## src/rtl/rtc_pkg.sv

```systemverilog
package rtc_pkg;
  typedef struct packed {
    logic [7:0] yr;
    logic [7:0] mon;
    logic [7:0] date;
    logic [7:0] day;
    logic [7:0] hr;
    logic [7:0] min;
    logic [7:0] sec;
  } rtc_time_t;

  localparam logic [3:0] IX_CTL  = 4'h8;
  localparam logic [3:0] IX_SEC  = 4'h9;
  localparam logic [3:0] IX_MIN  = 4'hA;
  localparam logic [3:0] IX_HR   = 4'hB;
  localparam logic [3:0] IX_DAY  = 4'hC;
  localparam logic [3:0] IX_DATE = 4'hD;
  localparam logic [3:0] IX_MON  = 4'hE;
  localparam logic [3:0] IX_YR   = 4'hF;

  localparam rtc_time_t RESET_TIME = '{yr: 8'h00, mon: 8'h01, date: 8'h01,
                                       day: 8'h01, hr: 8'h00, min: 8'h00, sec: 8'h00};

  function automatic logic [7:0] bcd_inc(input logic [7:0] v);
    if (v[3:0] >= 4'd9) return {v[7:4] + 4'd1, 4'd0};
    return {v[7:4], v[3:0] + 4'd1};
  endfunction

  function automatic logic is_leap(input logic [7:0] yr);
    logic [6:0] bin;
    bin = {3'b0, yr[7:4]} * 7'd10 + {3'b0, yr[3:0]};
    return bin[1:0] == 2'b00;
  endfunction

  function automatic logic [7:0] month_len(input logic [7:0] mon, input logic [7:0] yr);
    case (mon)
      8'h02:                      return is_leap(yr) ? 8'h29 : 8'h28;
      8'h04, 8'h06, 8'h09, 8'h11: return 8'h30;
      default:                    return 8'h31;
    endcase
  endfunction
endpackage

```

## src/rtl/rtc_prescaler.sv

```systemverilog
module rtc_prescaler #(
  parameter int unsigned DIV = 4
) (
  input  logic clk_i,
  input  logic rst_ni,
  input  logic tick_i,
  input  logic run_i,
  input  logic clr_i,
  output logic sec_o
);
  localparam int unsigned CW = (DIV > 1) ? $clog2(DIV) : 1;
  localparam logic [CW-1:0] LAST = CW'(DIV - 1);

  logic [CW-1:0] cnt_q;

  assign sec_o = tick_i && run_i && !clr_i && (cnt_q == LAST);

  always_ff @(posedge clk_i or negedge rst_ni) begin
    if (!rst_ni)                cnt_q <= '0;
    else if (clr_i)             cnt_q <= '0;
    else if (tick_i && run_i)   cnt_q <= (cnt_q == LAST) ? '0 : cnt_q + 1'b1;
  end

  AST_PRESC_BOUND: assert property (@(posedge clk_i) disable iff (!rst_ni)
    cnt_q <= LAST);
  AST_PRESC_CLEAR: assert property (@(posedge clk_i) disable iff (!rst_ni)
    clr_i |=> cnt_q == '0);
endmodule

```

## src/rtl/rtc_calendar.sv

```systemverilog
module rtc_calendar
  import rtc_pkg::*;
(
  input  logic      clk_i,
  input  logic      rst_ni,
  input  logic      adv_i,
  input  logic      load_i,
  input  rtc_time_t load_val_i,
  output rtc_time_t cnt_o
);
  rtc_time_t cnt_q, nxt;

  always_comb begin
    nxt = cnt_q;
    if (cnt_q.sec >= 8'h59) begin
      nxt.sec = 8'h00;
      if (cnt_q.min >= 8'h59) begin
        nxt.min = 8'h00;
        if (cnt_q.hr >= 8'h23) begin
          nxt.hr  = 8'h00;
          nxt.day = (cnt_q.day >= 8'h07) ? 8'h01 : bcd_inc(cnt_q.day);
          if (cnt_q.date >= month_len(cnt_q.mon, cnt_q.yr)) begin
            nxt.date = 8'h01;
            if (cnt_q.mon >= 8'h12) begin
              nxt.mon = 8'h01;
              nxt.yr  = (cnt_q.yr >= 8'h99) ? 8'h00 : bcd_inc(cnt_q.yr);
            end else begin
              nxt.mon = bcd_inc(cnt_q.mon);
            end
          end else begin
            nxt.date = bcd_inc(cnt_q.date);
          end
        end else begin
          nxt.hr = bcd_inc(cnt_q.hr);
        end
      end else begin
        nxt.min = bcd_inc(cnt_q.min);
      end
    end else begin
      nxt.sec = bcd_inc(cnt_q.sec);
    end
  end

  always_ff @(posedge clk_i or negedge rst_ni) begin
    if (!rst_ni)     cnt_q <= RESET_TIME;
    else if (load_i) cnt_q <= load_val_i;
    else if (adv_i)  cnt_q <= nxt;
  end

  assign cnt_o = cnt_q;

  AST_TIME_RANGE: assert property (@(posedge clk_i) disable iff (!rst_ni)
    cnt_q.sec <= 8'h59 && cnt_q.min <= 8'h59 && cnt_q.hr <= 8'h23
    && cnt_q.day >= 8'h01 && cnt_q.day <= 8'h07);
  AST_DATE_LIMIT: assert property (@(posedge clk_i) disable iff (!rst_ni)
    cnt_q.date >= 8'h01 && cnt_q.date <= month_len(cnt_q.mon, cnt_q.yr));
  AST_MIDNIGHT_CARRY: assert property (@(posedge clk_i) disable iff (!rst_ni)
    (adv_i && !load_i && cnt_q.sec == 8'h59 && cnt_q.min == 8'h59 && cnt_q.hr == 8'h23)
    |=> cnt_q.hr == 8'h00 && cnt_q.day != $past(cnt_q.day));
endmodule

```

## src/rtl/bcd_rtc.sv

```systemverilog
module bcd_rtc
  import rtc_pkg::*;
#(
  parameter int unsigned ADDR_W        = 13,
  parameter int unsigned TICKS_PER_SEC = 4
) (
  input  logic              clk_i,
  input  logic              rst_ni,
  input  logic              tick_i,
  input  logic              cs_i,
  input  logic              we_i,
  input  logic [ADDR_W-1:0] addr_i,
  input  logic [7:0]        wdata_i,
  output logic [7:0]        rdata_o
);
  localparam int unsigned TAG_W = ADDR_W - 4;

  logic       in_win, wr, load, sec_pulse;
  logic [3:0] idx;
  logic       ctl_w_q, ctl_r_q, osc_stop_q, ft_q;
  rtc_time_t  ext_q, cnt;

  assign idx    = addr_i[3:0];
  assign in_win = (addr_i[ADDR_W-1:4] == {TAG_W{1'b1}}) && idx[3];
  assign wr     = cs_i && we_i && in_win;
  assign load   = wr && (idx == IX_CTL) && ctl_w_q && !wdata_i[7];

  rtc_prescaler #(.DIV(TICKS_PER_SEC)) i_presc (
    .clk_i  (clk_i),
    .rst_ni (rst_ni),
    .tick_i (tick_i),
    .run_i  (!osc_stop_q),
    .clr_i  (load),
    .sec_o  (sec_pulse)
  );

  rtc_calendar i_cal (
    .clk_i      (clk_i),
    .rst_ni     (rst_ni),
    .adv_i      (sec_pulse),
    .load_i     (load),
    .load_val_i (ext_q),
    .cnt_o      (cnt)
  );

  always_ff @(posedge clk_i or negedge rst_ni) begin
    if (!rst_ni) begin
      ctl_w_q    <= 1'b0;
      ctl_r_q    <= 1'b0;
      osc_stop_q <= 1'b1;
      ft_q       <= 1'b0;
    end else if (wr) begin
      if (idx == IX_CTL) begin
        ctl_w_q <= wdata_i[7];
        ctl_r_q <= wdata_i[6];
      end
      if (idx == IX_SEC) osc_stop_q <= wdata_i[7];
      if (idx == IX_DAY) ft_q       <= wdata_i[6];
    end
  end

  // external copy: host-loaded under W, frozen under R, else trails counters
  always_ff @(posedge clk_i or negedge rst_ni) begin
    if (!rst_ni) begin
      ext_q <= RESET_TIME;
    end else if (ctl_w_q) begin
      if (wr) begin
        case (idx)
          IX_SEC:  ext_q.sec  <= {1'b0, wdata_i[6:0]};
          IX_MIN:  ext_q.min  <= {1'b0, wdata_i[6:0]};
          IX_HR:   ext_q.hr   <= {2'b0, wdata_i[5:0]};
          IX_DAY:  ext_q.day  <= {5'b0, wdata_i[2:0]};
          IX_DATE: ext_q.date <= {2'b0, wdata_i[5:0]};
          IX_MON:  ext_q.mon  <= {3'b0, wdata_i[4:0]};
          IX_YR:   ext_q.yr   <= wdata_i;
          default: ;
        endcase
      end
    end else if (!ctl_r_q) begin
      ext_q <= cnt;
    end
  end

  always_comb begin
    rdata_o = 8'h00;
    if (cs_i && !we_i && in_win) begin
      case (idx)
        IX_CTL:  rdata_o = {ctl_w_q, ctl_r_q, 6'b0};
        IX_SEC:  rdata_o = {osc_stop_q, ext_q.sec[6:0]};
        IX_MIN:  rdata_o = ext_q.min;
        IX_HR:   rdata_o = ext_q.hr;
        IX_DAY:  rdata_o = {1'b0, ft_q, 3'b0, ext_q.day[2:0]};
        IX_DATE: rdata_o = ext_q.date;
        IX_MON:  rdata_o = ext_q.mon;
        IX_YR:   rdata_o = ext_q.yr;
        default: rdata_o = 8'h00;
      endcase
    end
  end

  AST_STOP_HALTS: assert property (@(posedge clk_i) disable iff (!rst_ni)
    (osc_stop_q && !load) |=> $stable(cnt));
  AST_HOLD_FROZEN: assert property (@(posedge clk_i) disable iff (!rst_ni)
    (ctl_r_q && !ctl_w_q) |=> $stable(ext_q));
  AST_LOAD_COPIES: assert property (@(posedge clk_i) disable iff (!rst_ni)
    load |=> cnt == $past(ext_q));
  AST_IDLE_QUIET: assert property (@(posedge clk_i) disable iff (!rst_ni)
    !(cs_i && !we_i) |-> rdata_o == 8'h00);
endmodule

```

## config.mk

```make
export PLATFORM = sky130hd
export DESIGN_NAME = bcd_rtc
export DESIGN_NICKNAME = d
export VERILOG_FILES = /design/src/rtl/rtc_pkg.sv /design/src/rtl/rtc_prescaler.sv /design/src/rtl/rtc_calendar.sv /design/src/rtl/bcd_rtc.sv
export SDC_FILE = /design/constraint.sdc
export NUM_CORES = 1
export LEC_CHECK = 0
export ABC_AREA = 1
export ABC_CLOCK_PERIOD_IN_PS = 2650
export BUFFER_PORTS_ARGS = -buffer_cell sky130_fd_sc_hd__clkbuf_2
export CAP_MARGIN = 20
export CORE_MARGIN = 2
export CORE_UTILIZATION = 29
export DETAILED_ROUTE_END_ITERATION = 10
export MAX_ROUTING_LAYER = met4
export PLACE_DENSITY = 0.5
export SLEW_MARGIN = 5
export SYNTH_ARGS = -nofsm -noshare
export SYNTH_HDL_FRONTEND = slang
export SYNTH_SLANG_ARGS = --single-unit
```

## constraint.sdc

```tcl
create_clock -name clk_i -period 2.65 [get_ports clk_i]
set_input_delay 0 -clock clk_i [delete_from_list [all_inputs] [get_ports clk_i]]
set_output_delay 0 -clock clk_i [all_outputs]
set_load 0.02 [all_outputs]
```

==> results by group, run 1 <==
Logic synthesis
  • Simple logic cell fraction of the synthesized area: between 20 and 25%
  • Synth warn: 0
  • Ys flop type: dfrtp_1
  • XOR/XNOR share of the synthesized area: 2.49%
  • Number of synthesized register bits: roughly 120
  • Asr flop ratio synth: 100%
  • Cell count after synthesis: roughly 1000
  • Sequential element share of the synthesized area: around two fifths
  • Compound-gate portion of the synthesized area: between 10% and 20%
  • Syn_nets: about 1100
  • Synthesized area: 7380 um2
  • Post-synthesis mux area share: 0%
  • Mean Syn Cell Area: roughly 7.4 um2
  • Fraction of the mapped netlist area in adder cells: 7.12%
  • Combinational family with the most area after synthesis: simple AND/OR/NAND/NOR gates
  • Synth cell types: 42
  • EDFF count, synth: 0

Setup path
  • Slowest-stage cell, CP: dfstp_2
  • Reg-to-reg slack, setup: roughly 0.025 ns
  • Worst Path Required: 2.97 ns
  • Worst r2r dst: i_cal.cnt_o[36]
  • Worst Path Arrival: between 2 and 3 ns
  • WP buf/inv: 3
  • CP Max Fanout: 6
  • Delay-heaviest family, CP: simple AND/OR/NAND/NOR gates
  • CP Capture Type: flip-flop
  • CP Launch Type: flip-flop
  • Worst r2r src: i_cal.cnt_o[40]
  • Worst reg2reg path depth: 20
  • Most common cell on crit path: nand2_1
  • Worst path max stage delay: about 0.55 ns
  • Setup CP Type: reg2reg
  • CP Cell Sequence: inv_4 > ha_4 > o21ai_2 > o21ai_2 > a32oi_2 > nand2_1 > o31ai_2 > ha_2 > nand2_2 > nand2_2 > nand2_1 > nand2_1 > nand2_2 > nor2_4 > buf_6 > nand3_4 > nand2_4 > inv_4 > nand2_1 > nand2_1

STA
  • Worst Skew: between 0.01 and 0.015 ns
  • Slew headroom: 30.6%
  • Worst slew pin tran: 1.04 ns
  • Maximum clock rate: 0.381 GHz
  • Tcrit/Tclk final: 99.1%
  • Final WS setup: approximately 0.025 ns
  • RSZ-0062 raised after global routing: true
  • Post-route minimum period: 2.62 ns
  • Final hold vios: 0
  • Setup TNS: 0 ns
  • Setup Viol. Count Final: 0
  • Worst Hold Margin: approximately 0.075 ns
  • Slew Limit Fails: 0

Placed design
  • Pre-CTS setup slack: -0.125 ns
  • Dpl cells: about 1400
  • Post-DP Area: around 8000 um2
  • DP HPWL: between 15 and 20 mm
  • Buffers on Ports: 33
  • GP Congestion: approximately 0.87

Floorplanning
  • Core area: between 20000 and 30000 um2
  • Top Ports: 34
  • Die area: roughly 27000 um2
  • Placement Rows: 58
  • Die Wd: ~160 um
  • Die height: 163 um
  • Starting Density: between 20 and 30%

Finish
  • Footprint of the multi-input gates: 3830 um2
  • Fillers: 2692
  • Register area: roughly 3000 um2
  • # nets final: roughly 1100
  • Area grow syn2layout: 20.9%
  • Finished Layout Cells: around 1400
  • Design area: a little under 9000 um2
  • Inserted Diodes: 0
  • Post-layout util: between 30% and 40%
  • Share of layout cells above drive strength 1: between 10% and 20%

Power
  • Seq pwr share: about two fifths
  • LEAKAGE: approximately 4.4 nW
  • Sw frac: between 20% and 30%
  • Net switching power: about 1.4 mW
  • Total power: about 5.3 mW
  • Pwr/cell area: between 500 and 600 nW/um2
  • Internal: between 3 and 4 mW
  • Logic gate share of total power: a little under an eighth
  • Clock share of power: 49.1%
  • Max rail drop VDD: approximately 400 uV

Route
  • DR iter-0 viols: about 410
  • Drt via density: approximately 4.8
  • Remaining DRCs: 0
  • Routed wire per std cell: about 16 um
  • Vias: 6663
  • Drt total wl: 22.5 mm
  • Detailed-router iteration count before antenna repair: 5
  • Routed Antenna Nets: 0

Clock network
  • CTS Sinks: about 120
  • Register clock-pin slew on the reported worst setup and hold paths: roughly 0.060 ns
  • CTS Buf Count: 17
  • CTS tree: yes
  • Root buffer cell: clkbuf_16
  • Clock Path Buffers: 2
  • Htree depth: 4
  • Clock insertion delay at the later pin of the skew report: 0.42 ns

Global route
  • GRT overflow: 0
  • GRT Resource Usage Total: 18.2%
  • Initial antenna violation count: 0
  • Largest net degree at the start of global routing: 54
  • First-pass GRT wire length: 36.2 mm
  • Vias in the first global route: 6444

Worst hold path
  • Worst hold path startpoint: we_i
  • WHS Endpoint: osc_stop_q
  • Hold WC Path Type: in2reg
  • Worst hold stages: 5

Status
  • Status: finished, final reports clean

Flow run
  • Maxcap violations: 0
==> area by class of cell <==
| type | count | share of cell area, % |
|---|---|---|
| multi-input combinational | 699 | 42.9 |
| timing repair buffer | 73 | 5.58 |
| inverter | 149 | 6.33 |
| sequential | 118 | 33.2 |
| clock inverter | 15 | 2.55 |
| clock buffer | 17 | 4.77 |
| tap | 330 | 4.63 |
==> sequential cells by signal, indices dropped and copies added, names as in the netlist <==
register / count
osc_stop_q: 1
i_cal.cnt_o: 56
ft_q: 1
i_presc.cnt_q: 2
ext_q: 56
ctl_r_q: 1
ctl_w_q: 1
==> layout by cell type, fill, tap and decap left out, drive strengths merged, types with 2 or more instances in the layout <==
cell and instances:
buf 37, ha 42, dlygate4sd3 4, a31oi 3, a211oi 5, dfrtp 111, dfstp 7, a221oi 3
nand4 9, nor3 4, nor4 2, a21oi 31, bufinv 5, nand3 59, inv 150, clkbuf 49
xor2 16, nor2 51, o21ai 134, o22ai 30, clkinvlp 2, xnor2 5, clkinv 7, nand2 290
nand3b 5, o221ai 4
==> layer usage <==
metal	global-route usage [%]	wire, um	vias to the layer above
met1	24.2	10600	3162
li1	-	-	3353
met5	-	0	-
met4	6.62	609	0
met2	28.1	10500	114
met3	2.77	740	34
==> power groups by stage <==
stage | Combinational (mW) | Sequential (mW) | Clock (mW)
after floorplan | 0.434 | 2.07 | 0
after global placement | 0.607 | 2.10 | 0
after detailed placement | 0.616 | 2.10 | 0
after CTS | 0.624 | 2.07 | 2.63
after global routing | 0.722 | 2.09 | 2.70
final | 0.616 | 2.07 | 2.59
==> cells by family after synthesis <==
kind of cell	Yosys count
AOI/OAI and AO/OA	215
xor gates and xnor gates	21
adders and majority gates	42
buffers and inverters	176
DFF	118
and+or+nand+nor	421
==> worst register-to-register path, stage by stage (launching register included) <==
cell     delay [ns]
dfstp_2        0.55
inv_4          0.05
ha_4           0.15
o21ai_2        0.13
o21ai_2        0.07
a32oi_2        0.17
nand2_1        0.10
o31ai_2        0.07
ha_2           0.22
nand2_2        0.07
nand2_2        0.07
nand2_1        0.05
nand2_1        0.07
nand2_2        0.06
nor2_4         0.19
buf_6          0.16
nand3_4        0.07
nand2_4        0.10
inv_4          0.04
nand2_1        0.05
nand2_1        0.05
==> synth_stat cells (4+ instances only) <==
cell	instances	area share, %
dfstp_2	7	2.5
buf_6	4	0.61
nor2_2	4	0.34
nand4_1	8	0.68
o21ai_1	9	0.61
nand3_1	57	3.9
o21ai_0	124	8.4
ha_1	42	7.1
o221ai_1	4	0.47
a21oi_1	31	2.1
inv_2	4	0.20
dfrtp_1	111	38
o22ai_1	30	2.5
buf_2	7	0.47
nand2_1	285	15
nand3b_1	5	0.51
inv_1	144	7.3
a211oi_2	4	0.68
buf_4	4	0.41
clkbuf_1	12	0.61
xor2_1	16	1.9
xnor2_1	5	0.59
nor2_1	45	2.3
==> timing repair <==
action,CTS,global route
setup endpoints to repair,24,24
setup buffers,0,1
endpoints found under the hold margin,46,0
gates resized for setup,13,28
pin swaps,5,15
hold buffers,4,0
==> how the worst max path moves through the flow <==
stage / slack (ns) / end / from / depth (start not counted)
after floorplan: 0.06 / i_cal.cnt_o[41] / i_cal.cnt_o[40] / 18
after global placement: -0.05 / i_cal.cnt_o[38] / i_cal.cnt_o[40] / 19
after detailed placement: -0.13 / i_cal.cnt_o[42] / i_cal.cnt_o[40] / 18
after CTS: -0.08 / i_cal.cnt_o[52] / i_cal.cnt_o[40] / 15
after global routing: -0.12 / i_cal.cnt_o[36] / i_cal.cnt_o[40] / 19
final: 0.03 / i_cal.cnt_o[36] / i_cal.cnt_o[40] / 20
Power figures use the tool's default switching activity.
==> run 2, diff against run 1 <==
--- a/config.mk
+++ b/config.mk
@@ -10,10 +10,10 @@
 export BUFFER_PORTS_ARGS = -buffer_cell sky130_fd_sc_hd__clkbuf_2
 export CAP_MARGIN = 20
 export CORE_MARGIN = 2
-export CORE_UTILIZATION = 29
+export CORE_UTILIZATION = 40
 export DETAILED_ROUTE_END_ITERATION = 10
 export MAX_ROUTING_LAYER = met4
-export PLACE_DENSITY = 0.5
+export PLACE_DENSITY = 0.63
 export SLEW_MARGIN = 5
 export SYNTH_ARGS = -nofsm -noshare
 export SYNTH_HDL_FRONTEND = slang
==> run 2 against run 1 <==
Cell count is 7.5% lower. Routed wire length is 8.5% lower. Critical path depth is 4 lower. Count of clock-buffer cells in the layout is 4 higher. Total power is 3.0% higher. Sequential power hardly changed. Register-to-register slack worse by 0.06 ns. Sequential share of layout area is 0.16 points higher. The run now ends with setup timing left. First-iteration DRC count is 62% higher. Critical endpoint is now i_cal.cnt_o[48].
==> results by group, run 2 (same netlist as run 1, synthesis figures left out) <==
STA
  • Slew headroom: 58.7% (+28 points)
  • Post-route minimum period: 2.68 ns (+0.0597 ns)
  • Setup TNS: -0.0939 ns (-0.0939 ns)
  • Worst Skew: 0.00756 ns (-0.00592 ns)
  • Maximum clock rate: 0.373 GHz (-2.2%)
  • RSZ-0062 raised after global routing: true
  • Worst slew pin tran: 0.619 ns (-0.422 ns)
  • Tcrit/Tclk final: 101% (+2.3 points)
  • Final WS setup: -0.0345 ns (-0.0597 ns)
  • Setup Viol. Count Final: 6 (+6)
  • Final hold vios: 0 (unchanged)
  • Slew Limit Fails: 0 (unchanged)

Floorplanning
  • Top Ports: 34 (unchanged)
  • Placement Rows: 49 (-16%)
  • Starting Density: 40.9% (+12 points)
  • Core area: 18000 um2 (-28%)
  • Die Wd: 140 um (-14%)
  • Die area: 19500 um2 (-27%)
  • Die height: 140 um (-14%)

Setup path
  • CP Launch Type: flip-flop
  • CP Max Fanout: 8 (+2)
  • Worst path max stage delay: 0.57 ns (+0.02 ns)
  • Setup CP Type: reg2reg
  • CP Cell Sequence: inv_4 > ha_2 > o21ai_2 > o21ai_2 > a32oi_2 > nand2_1 > o31ai_2 > ha_2 > nand3_2 > nor2_4 > nor2_4 > buf_4 > o21ai_4 > nand2_2 > nand2_2 > nand2_1
  • Worst Path Arrival: 2.99 ns (+0.05 ns)
  • CP Capture Type: flip-flop
  • Delay-heaviest family, CP: compound AO/OA/AOI/OAI gates
  • Worst r2r src: i_cal.cnt_o[40]
  • Worst r2r dst: i_cal.cnt_o[48]
  • Worst reg2reg path depth: 16 (-20%)
  • Reg-to-reg slack, setup: -0.03 ns (-0.06 ns)
  • WP buf/inv: 2 (-1)
  • Worst Path Required: 2.95 ns (-0.02 ns)
  • Slowest-stage cell, CP: dfstp_2

Global route
  • Initial antenna violation count: 0 (unchanged)
  • GRT overflow: 0 (unchanged)
  • GRT Resource Usage Total: 22.2% (+4.1 points)
  • Largest net degree at the start of global routing: 77 (+43%)
  • Vias in the first global route: 6446 (+0.031%)
  • First-pass GRT wire length: 33.3 mm (-8.0%)

Clock network
  • CTS Sinks: 118 (unchanged)
  • CTS Buf Count: 17 (unchanged)
  • Clock Path Buffers: 2 (unchanged)
  • Root buffer cell: clkbuf_16
  • Register clock-pin slew on the reported worst setup and hold paths: 0.06 ns (about the same)
  • CTS tree: yes
  • Htree depth: 4 (unchanged)
  • Clock insertion delay at the later pin of the skew report: 0.42 ns (about the same)

Route
  • Routed wire per std cell: 15.9 um (-1.1%)
  • Detailed-router iteration count before antenna repair: 5 (unchanged)
  • Routed Antenna Nets: 0 (unchanged)
  • Drt total wl: 20.6 mm (-8.5%)
  • DR iter-0 viols: 664 (+62%)
  • Drt via density: 5.17 (+8.7%)
  • Vias: 6698 (+0.53%)
  • Remaining DRCs: 0 (unchanged)

Status
  • Status: finished, violations left
  • Failing checks: setup timing

Power
  • LEAKAGE: 4.41 nW (+0.82%)
  • Pwr/cell area: 612 nW/um2 (+3.5%)
  • Max rail drop VDD: 470 uV (+17%)
  • Total power: 5.43 mW (+3.0%)

Worst hold path
  • WHS Endpoint: osc_stop_q
  • Hold WC Path Type: in2reg
  • Worst hold stages: 5 (unchanged)
  • Worst hold path startpoint: we_i

Finish
  • Finished Layout Cells: 1296 (-7.5%)
  • Commonest cells after routing, fill and taps aside: nand2_1, inv_1, o21ai_0
  • Fillers: 1746 (-35%)
  • Inserted Diodes: 0 (unchanged)
  • Footprint of the multi-input gates: 3860 um2 (+0.75%)
  • Design area: 8870 um2 (-0.52%)
  • Most common cell after layout, fill and taps aside: nand2_1
  • Register area: 2960 um2 (about the same)
  • Share of layout cells above drive strength 1: 15.1% (+0.43 points)
  • Area grow syn2layout: 20.3%
  • # nets final: 1124 (-0.18%)

Placed design
  • Buffers on Ports: 33 (unchanged)
  • Post-DP Area: 7930 um2 (-2.0%)
  • DP HPWL: 14.6 mm (-11%)
  • Dpl cells: 1258 (-7.8%)
  • GP Congestion: 0.899 (+3.1%)

Flow run
  • Maxcap violations: 0 (unchanged)
## run 2: cell count changes in the layout (fill, tap and decap cells not counted), sizes merged
cell      previous run  this run
buf                 37        35
bufinv               5         7
clkbuf              49        53
clkinv               7         3
clkinvlp             2         0
inv                150       148
## run 2: what timing repair did
item	in CTS	in global routing
gates resized for setup	15	38
hold endpoints to repair	48	0
pin swaps	6	18
setup endpoints to repair	22	24
hold buffers	4	0
buffers inserted	1	3
## run 2: tightest hold or removal path: stages
cell      delay, ns
clkbuf_2       0.09
nand2_1        0.10
nor2_4         0.08
nand2_1        0.09
o21ai_0        0.07
## run 2: cell type report
type                            instances  area share, %
Tap cell                              229           3.23
Timing Repair Buffer                   71           5.67
Sequential cell                       118           33.4
Clock inverter                          9           2.48
Clock buffer                           21           5.41
Multi-Input combinational cell        699           43.5
Inverter                              149           6.36
## run 2: per-layer routing
metal,routed length [um],vias to the layer above,GRT usage (%),share of wire (%)
met5,0,-,-,0
met4,603,0,9.16,2.9
met3,965,40,3.92,4.7
met2,9900,171,35.5,48
met1,9120,3142,28.0,44
li1,-,3345,-,-
## run 2: how the worst max path moves through the flow
stage               startpoint         endpoint  depth (start not counted)
6_report       i_cal.cnt_o[40]  i_cal.cnt_o[48]                         16
5_1_grt        i_cal.cnt_o[40]  i_cal.cnt_o[38]                         20
4_1_cts        i_cal.cnt_o[40]  i_cal.cnt_o[36]                         20
3_5_place_dp   i_cal.cnt_o[40]  i_cal.cnt_o[48]                         15
3_3_place_gp   i_cal.cnt_o[40]  i_cal.cnt_o[48]                         17
2_1_floorplan  i_cal.cnt_o[40]  i_cal.cnt_o[41]                         18
## run 2: report_power, final
| group | switching (mW) | internal (mW) | total (mW) | leakage [nW] |
|---|---|---|---|---|
| combinational | 0.370 | 0.234 | 0.605 | 2.48 |
| sequential | 0.113 | 1.95 | 2.07 | 1.59 |
| clock | 0.818 | 1.94 | 2.76 | 0.345 |
| total | 1.30 | 4.13 | 5.43 | 4.41 |
## run 2: stage by stage
step	utilization, %	setup WS [ns]	hold slack, ns
global route	49.2	-0.226	0.0775
global placement	44.0	-0.0811	0.0351
detailed placement	44.0	-0.172	0.0350
CTS	48.3	0.00948	0.00668
floorplan	-	0.0572	-0.296
finish	49.2	-0.0345	0.0118
